<file path="src/rtl/pfc_pkg.sv">
package pfc_pkg;

    localparam int CODE_W  = 9;
    localparam int NUM_EVT = 11;

    typedef logic [CODE_W-1:0] code_t;

    // Event code assigned to each event line, by line index.
    localparam code_t EVT_CODE [NUM_EVT] = '{
        9'h000, 9'h001, 9'h002, 9'h003, 9'h004,
        9'h050, 9'h051, 9'h0F8, 9'h0F9, 9'h1DF, 9'h1E4
    };

    typedef struct packed {
        code_t code;
        logic  cnt_en;
        logic  irq_en;
    } ctl_t;

    function automatic logic code_known(input code_t c);
        logic hit;
        hit = 1'b0;
        for (int i = 0; i < NUM_EVT; i++) begin
            if (c == EVT_CODE[i]) hit = 1'b1;
        end
        return hit;
    endfunction

endpackage

</file>
<file path="src/rtl/pfc_evt_select.sv">
module pfc_evt_select
    import pfc_pkg::*;
(
    input  logic               clk,
    input  logic               rst_n,
    input  logic               ctl_wr_i,
    input  code_t              ctl_code_i,
    input  logic               ctl_cnt_en_i,
    input  logic               ctl_irq_en_i,
    input  logic [NUM_EVT-1:0] evt_i,
    output logic               sel_evt_o,
    output logic               cnt_en_o,
    output logic               irq_en_o
);

    ctl_t ctl_d, ctl_q;
    logic [NUM_EVT-1:0] hit;

    always_comb begin
        ctl_d = ctl_q;
        if (ctl_wr_i) begin
            ctl_d.code   = ctl_code_i;
            ctl_d.cnt_en = ctl_cnt_en_i;
            ctl_d.irq_en = ctl_irq_en_i;
        end
    end

    always_ff @(posedge clk or negedge rst_n) begin
        if (!rst_n) ctl_q <= '0;
        else        ctl_q <= ctl_d;
    end

    // One comparator per event line; an unmatched code leaves every hit low.
    for (genvar i = 0; i < NUM_EVT; i++) begin : g_match
        assign hit[i] = (ctl_q.code == EVT_CODE[i]) & evt_i[i];
    end

    assign sel_evt_o = |hit;
    assign cnt_en_o  = ctl_q.cnt_en;
    assign irq_en_o  = ctl_q.irq_en;

    assert_unassigned_zero_R3: assert property (@(posedge clk) disable iff (!rst_n)
        !code_known(ctl_q.code) |-> !sel_evt_o);

    assert_ctl_load_R10: assert property (@(posedge clk) disable iff (!rst_n)
        ctl_wr_i |=> (ctl_q.code == $past(ctl_code_i)) && (cnt_en_o == $past(ctl_cnt_en_i)));

    assert_ctl_hold_R10: assert property (@(posedge clk) disable iff (!rst_n)
        !ctl_wr_i |=> $stable(ctl_q));

endmodule

</file>
<file path="src/rtl/pfc_counter.sv">
module pfc_counter #(
    parameter int CNT_W = 48
) (
    input  logic             clk,
    input  logic             rst_n,
    input  logic             inc_i,
    input  logic             wr_i,
    input  logic [CNT_W-1:0] wdata_i,
    input  logic             irq_en_i,
    input  logic             ovf_clr_i,
    output logic [CNT_W-1:0] cnt_o,
    output logic             sticky_o,
    output logic             irq_o
);

    typedef struct packed {
        logic [CNT_W-1:0] cnt;
        logic             stk;
        logic             irq;
    } cnt_st_t;

    cnt_st_t st_d, st_q;
    logic [CNT_W:0] sum;
    logic           carry;

    always_comb begin
        st_d  = st_q;
        sum   = {1'b0, st_q.cnt} + {{CNT_W{1'b0}}, 1'b1};
        carry = 1'b0;
        if (wr_i) begin
            st_d.cnt = wdata_i;
        end else if (inc_i) begin
            st_d.cnt = sum[CNT_W-1:0];
            carry    = sum[CNT_W];
        end
        st_d.irq = carry & irq_en_i;
        if (ovf_clr_i) st_d.stk = 1'b0;
        if (carry)     st_d.stk = 1'b1;
    end

    always_ff @(posedge clk or negedge rst_n) begin
        if (!rst_n) st_q <= '0;
        else        st_q <= st_d;
    end

    assign cnt_o    = st_q.cnt;
    assign sticky_o = st_q.stk;
    assign irq_o    = st_q.irq;

    assert_write_wins_R8: assert property (@(posedge clk) disable iff (!rst_n)
        wr_i |=> cnt_o == $past(wdata_i));

    assert_write_no_ovf_R8: assert property (@(posedge clk) disable iff (!rst_n)
        (wr_i && !sticky_o) |=> (!sticky_o && !irq_o));

    assert_wrap_R4: assert property (@(posedge clk) disable iff (!rst_n)
        (inc_i && !wr_i && (&cnt_o)) |=> (cnt_o == '0) && sticky_o);

    assert_irq_pulse_R4: assert property (@(posedge clk) disable iff (!rst_n)
        irq_o |=> !irq_o);

    assert_sticky_hold_R5: assert property (@(posedge clk) disable iff (!rst_n)
        (sticky_o && !ovf_clr_i) |=> sticky_o);

    assert_idle_hold_R7: assert property (@(posedge clk) disable iff (!rst_n)
        (!inc_i && !wr_i) |=> $stable(cnt_o));

endmodule

</file>
<file path="src/rtl/pfc_freeze_ctrl.sv">
module pfc_freeze_ctrl #(
    parameter int FRZ_DELAY = 3
) (
    input  logic clk,
    input  logic rst_n,
    input  logic irq_i,
    input  logic clr_i,
    output logic frozen_o
);

    localparam int DLY_W = $clog2(FRZ_DELAY + 1);

    typedef struct packed {
        logic             armed;
        logic [DLY_W-1:0] dly;
        logic             frozen;
    } frz_st_t;

    frz_st_t st_d, st_q;

    always_comb begin
        st_d = st_q;
        if (st_q.armed) begin
            if (st_q.dly == DLY_W'(1)) begin
                st_d.armed  = 1'b0;
                st_d.frozen = 1'b1;
            end else begin
                st_d.dly = st_q.dly - DLY_W'(1);
            end
        end
        if (irq_i) begin
            st_d.armed = 1'b1;
            st_d.dly   = DLY_W'(FRZ_DELAY - 1);
        end
        if (clr_i) st_d = '0;
    end

    always_ff @(posedge clk or negedge rst_n) begin
        if (!rst_n) st_q <= '0;
        else        st_q <= st_d;
    end

    assign frozen_o = st_q.frozen;

    assert_freeze_delay_R6: assert property (@(posedge clk) disable iff (!rst_n)
        $rose(frozen_o) |-> $past(irq_i, FRZ_DELAY));

    assert_freeze_hold_R9: assert property (@(posedge clk) disable iff (!rst_n)
        (frozen_o && !clr_i) |=> frozen_o);

    assert_freeze_clear_R9: assert property (@(posedge clk) disable iff (!rst_n)
        clr_i |=> !frozen_o);

endmodule

</file>
<file path="src/rtl/ovf_freeze_pmon.sv">
module ovf_freeze_pmon
    import pfc_pkg::*;
#(
    parameter int CNT_W     = 48,
    parameter int FRZ_DELAY = 3
) (
    input  logic               clk,
    input  logic               rst_n,
    input  logic [NUM_EVT-1:0] evt_i,
    input  logic               ctl_wr_i,
    input  logic [CODE_W-1:0]  ctl_code_i,
    input  logic               ctl_cnt_en_i,
    input  logic               ctl_irq_en_i,
    input  logic               cnt_wr_i,
    input  logic [CNT_W-1:0]   cnt_wdata_i,
    input  logic               ovf_clr_i,
    input  logic               frz_clr_i,
    output logic [CNT_W-1:0]   cnt_o,
    output logic               ovf_sticky_o,
    output logic               irq_o,
    output logic               frozen_o
);

    logic sel_evt;
    logic cnt_en;
    logic irq_en;
    logic inc;

    pfc_evt_select u_sel (
        .clk          (clk),
        .rst_n        (rst_n),
        .ctl_wr_i     (ctl_wr_i),
        .ctl_code_i   (ctl_code_i),
        .ctl_cnt_en_i (ctl_cnt_en_i),
        .ctl_irq_en_i (ctl_irq_en_i),
        .evt_i        (evt_i),
        .sel_evt_o    (sel_evt),
        .cnt_en_o     (cnt_en),
        .irq_en_o     (irq_en)
    );

    // Counting is gated by the global freeze.
    assign inc = sel_evt & cnt_en & ~frozen_o;

    pfc_counter #(.CNT_W(CNT_W)) u_cnt (
        .clk       (clk),
        .rst_n     (rst_n),
        .inc_i     (inc),
        .wr_i      (cnt_wr_i),
        .wdata_i   (cnt_wdata_i),
        .irq_en_i  (irq_en),
        .ovf_clr_i (ovf_clr_i),
        .cnt_o     (cnt_o),
        .sticky_o  (ovf_sticky_o),
        .irq_o     (irq_o)
    );

    pfc_freeze_ctrl #(.FRZ_DELAY(FRZ_DELAY)) u_frz (
        .clk      (clk),
        .rst_n    (rst_n),
        .irq_i    (irq_o),
        .clr_i    (frz_clr_i),
        .frozen_o (frozen_o)
    );

    assert_frozen_holds_R7: assert property (@(posedge clk) disable iff (!rst_n)
        (frozen_o && !cnt_wr_i) |=> $stable(cnt_o));

    assert_masked_no_irq_R4: assert property (@(posedge clk) disable iff (!rst_n)
        (!irq_en && !ctl_wr_i) |=> !irq_o);

    assert_disabled_hold_R2: assert property (@(posedge clk) disable iff (!rst_n)
        (!cnt_en && !cnt_wr_i) |=> $stable(cnt_o));

endmodule

</file>
<file path="config.mk">
export PLATFORM = sky130hd
export DESIGN_NAME = ovf_freeze_pmon
export DESIGN_NICKNAME = d
export VERILOG_FILES = /design/src/rtl/pfc_pkg.sv /design/src/rtl/pfc_evt_select.sv /design/src/rtl/pfc_counter.sv /design/src/rtl/pfc_freeze_ctrl.sv /design/src/rtl/ovf_freeze_pmon.sv
export SDC_FILE = /design/constraint.sdc
export NUM_CORES = 1
export LEC_CHECK = 0
export BUFFER_PORTS_ARGS = -buffer_cell sky130_fd_sc_hd__buf_2
export CAP_MARGIN = 10
export CORE_MARGIN = 10
export CORE_UTILIZATION = 49
export CTS_CLUSTER_SIZE = 24
export DETAILED_ROUTE_END_ITERATION = 10
export PLACE_DENSITY = 0.75
export SYNTH_ARGS = -nofsm -noshare
export SYNTH_HDL_FRONTEND = slang
export SYNTH_SLANG_ARGS = --single-unit
</file>
<file path="constraint.sdc">
create_clock -name clk -period 3.1 [get_ports clk]
set_input_delay 0.62 -clock clk [delete_from_list [all_inputs] [get_ports clk]]
set_output_delay 0.62 -clock clk [all_outputs]
set_load 0.01 [all_outputs]
</file>
==> key figures <==
Run status
  • Outcome: finished, final reports clean

Setup path
  • Crit-path cells: or4_1, or4_4, nand4_2, a22oi_4, buf_4, or4_1, a31oi_1
  • Critical path launch point type: flop
  • Worst path max stage delay: 540 ps
  • Setup CP Type: reg -> reg
  • Worst-path cell with the longest stage delay: or4_1
  • Worst EP arrival: 3110 ps
  • Worst-path fanout max: 37
  • Most used cell along the critical path: or4_1
  • Worst setup EP type: flop
  • WP data required: 3370 ps
  • Top Family by Delay on Critical Path: simple AND/OR/NAND/NOR gates
  • Worst Path Buf+Inv: 1

Yosys
  • Dominant cell type by area after synthesis: dfrtp_1
  • Mapped cell area: between 0.003 and 0.004 mm2
  • #FFs+latches synth: 65
  • Synth area leaders: dfrtp_1, a31oi_1, nor2_1
  • Post-synth ARST share: 100%
  • Yosys top cell area share: 43.4%
  • Post-synthesis net count: 497
  • Mean area per synthesized cell: about 8.9 um2
  • Post-synthesis instance total: ~420
  • Synth warn: 0
  • Primary FF master, synth: dfrtp_1
  • EDFF count, synth: 0
  • Synth cell types: 45
  • Sequential share of the synthesized area: between 40% and 50%

Drt
  • Routed vias/inst: 6.02
  • Antenna-violating nets left: 0
  • DR pass1 iterations: 6
  • DRT Wirelength: 11,500 um
  • Remaining DRCs: 0
  • Routed len/inst: 18.0 um
  • 1st-iter DRT viols: 277
  • Vias post-DR: slightly below 4,000

Clocking
  • Max Root-Sink Buffers: 2
  • Worst-path clk slew: 80 ps
  • Total CTS buffers: 9
  • Latest clock arrival within the worst-skew pair: 350 ps
  • CTS Hold Buffers Added: 0
  • CTS root buffer: clkbuf_8
  • Number of cells upsized or downsized after cts: 0
  • CTS tree: built
  • H-Tree Level Count: 3
  • Post-CTS Setup Inserts: 0
  • TritonCTS Sinks: 65

Cells and area
  • Sequential Area: 0.00163 mm2
  • Post-route insts no fill: 640
  • Design Area, Final: 0.00468 mm2
  • Nets@finish: 614
  • Layout cells sized above 1: 30.3%
  • Fillers: 670
  • Diodes inserted: 0
  • Area of the multi-input gates: just under 0.002 mm2
  • Layout Area Growth over Synthesis: 24.9%
  • Utilization after layout: 63.8%

Placement
  • GPL Wtd Cong: 0.888
  • Buffers on Ports: 126
  • HPWL after detailed placement: between 8000 and 9000 um
  • Placed insts: 624
  • Post-Place Worst Slack: 300 ps
  • Post-place instance area: 0.00446 mm2

Die
  • Core Area: 0.00733 mm2
  • Initial Util: 51.1%
  • Die Ht: 107 um
  • Die X: 107 um
  • # IOs: 127
  • Die Footprint: 0.0115 mm2
  • Cell Rows: 31

GRT
  • Total track usage: 20.0%
  • First-pass GRT wire length: 18,900 um
  • Met3 usage: 6.59%
  • Initial antenna violation count: 0
  • Met1 usage: 24.4%
  • Vias in the first global route: 3,844
  • GR Overflow Total: 0
  • GR peak layer: met2
  • Met2 Usage GRT: 32.9%
  • Largest net degree at the start of global routing: 49

Flow run
  • Maxcap violations: 0

Timing
  • Max_slew headroom: roughly 45%
  • Hold_ws: 356 ps
  • Achievable clock frequency: between 0.3 and 0.4 GHz
  • Unrepaired setup endpoints after global routing: no
  • Final setup vio count: 0
  • Final Hold Viols: 0
  • Tmin final: around 2800 ps
  • Worst-Margin Slew: 828 ps
  • Final period util: around nine tenths
  • Setup total negative slack: 0 ps
  • Max Slew Vio Count: 0
  • Final setup margin: 260 ps
  • Post-Route Skew: 13.2 ps

Power and ir drop
  • P_leak: just under 2 nW
  • Total chip power: about 2.2 mW
  • Worst vdd ir: between 0.2 and 0.25 mV
  • Power per cell area: 468 mW/mm2

Worst hold path
  • HP Class: in -> async
==> kinds of logic (layout without fill, tap and decap cells) <==
| group | after synthesis | after routing | share of synthesized area (%) |
|---|---|---|---|
| and+or+nand+nor | 202 | 202 | 30.0 |
| AOI/OAI and AO/OA | 100 | 100 | 16.9 |
| DFF | 65 | 65 | 43.4 |
| buffers and inverters | 33 | 155 | 3.81 |
| muxes | 14 | 14 | 4.54 |
| xor gates and xnor gates | 3 | 3 | 0.701 |
| adders and majority gates | 2 | 2 | 0.668 |
==> registers in the layout (all words and copies together), names as in the netlist <==
| name | cells |
|---|---|
| u_cnt.cnt_o | 48 |
| u_sel.ctl_q | 9 |
| u_frz.st_q | 3 |
| u_cnt.irq_o | 1 |
| u_cnt.sticky_o | 1 |
| u_frz.frozen_o | 1 |
| u_sel.cnt_en_o | 1 |
| u_sel.irq_en_o | 1 |
==> Yosys cell counts, types with 2 or more instances <==
cell / n
xnor2_1: 2
and4_1: 6
and2_1: 5
and3_1: 8
dfrtp_1: 65
and4b_1: 3
buf_2: 3
mux2i_1: 2
nand4_1: 17
mux2_2: 11
or3_1: 29
nand2b_1: 2
buf_6: 2
nor2b_1: 4
o21ai_0: 33
nor2_1: 50
ha_1: 2
nand2_1: 22
or4_1: 17
clkbuf_1: 21
a21oi_1: 3
o31a_1: 4
o31ai_1: 13
nor3b_1: 2
inv_1: 5
nand3_1: 27
nor4_1: 3
a31oi_1: 41
==> routing by layer <==
layer	vias to the layer above	wire [um]
met4	0	129
li1	1837	-
met3	9	1030
met2	158	5670
met1	1848	4720
met5	-	0
==> report_power, final <==
group | total (mW) | leakage (nW) | switching, mW | internal (mW)
Clock | 0.818 | 0.103 | 0.362 | 0.456
Combinational | 0.359 | 1.08 | 0.198 | 0.160
Sequential | 1.01 | 0.753 | 0.0928 | 0.919
Total | 2.19 | 1.94 | 0.653 | 1.53
==> placed cells by master (no fill, tap or decap), drive strengths merged, types with 2 or more instances in the layout <==
master and n:
mux2 11, and2 5, o31ai 13, nand2 22, or4 18, ha 2, nor3b 2, and4 6
a21oi 3, buf 133, nand2b 2, clkinvlp 2, and3 8, nand4 18, bufinv 2, nor3 2
a22oi 2, o31a 4, dfrtp 65, or3 29, inv 6, mux2i 2, nor2b 4, nor2 50
xnor2 2, o21ai 33, nor4 3, a31oi 41, and4b 3, clkinv 2, nand3 27, clkbuf 10
==> final cells by class <==
cell class,instances,share of cell area (%)
multi-input cells,321,42.3
flip-flops and latches,65,34.8
repair buffers,133,15.1
clock buffers,10,2.73
well taps,99,2.65
clock inverters,6,1.98
inverters,6,0.481
==> worst paths after layout <==
kind | to | depth (start not counted) | slack (ps) | startpoint
hold / removal | u_frz.st_q[2] | 1 | 360 | rst_n
setup reg to reg | u_cnt.cnt_o[13] | 7 | 260 | u_sel.ctl_q[3]
max in group asynchronous | u_cnt.cnt_o[29] | 2 | 1960 | rst_n
hold reg to reg | u_frz.st_q[1] | 1 | 480 | u_cnt.irq_o
min in group clk | u_frz.st_q[2] | 2 | 460 | frz_clr_i
setup / recovery | u_cnt.cnt_o[13] | 7 | 260 | u_sel.ctl_q[3]
Power figures use the tool's default switching activity.
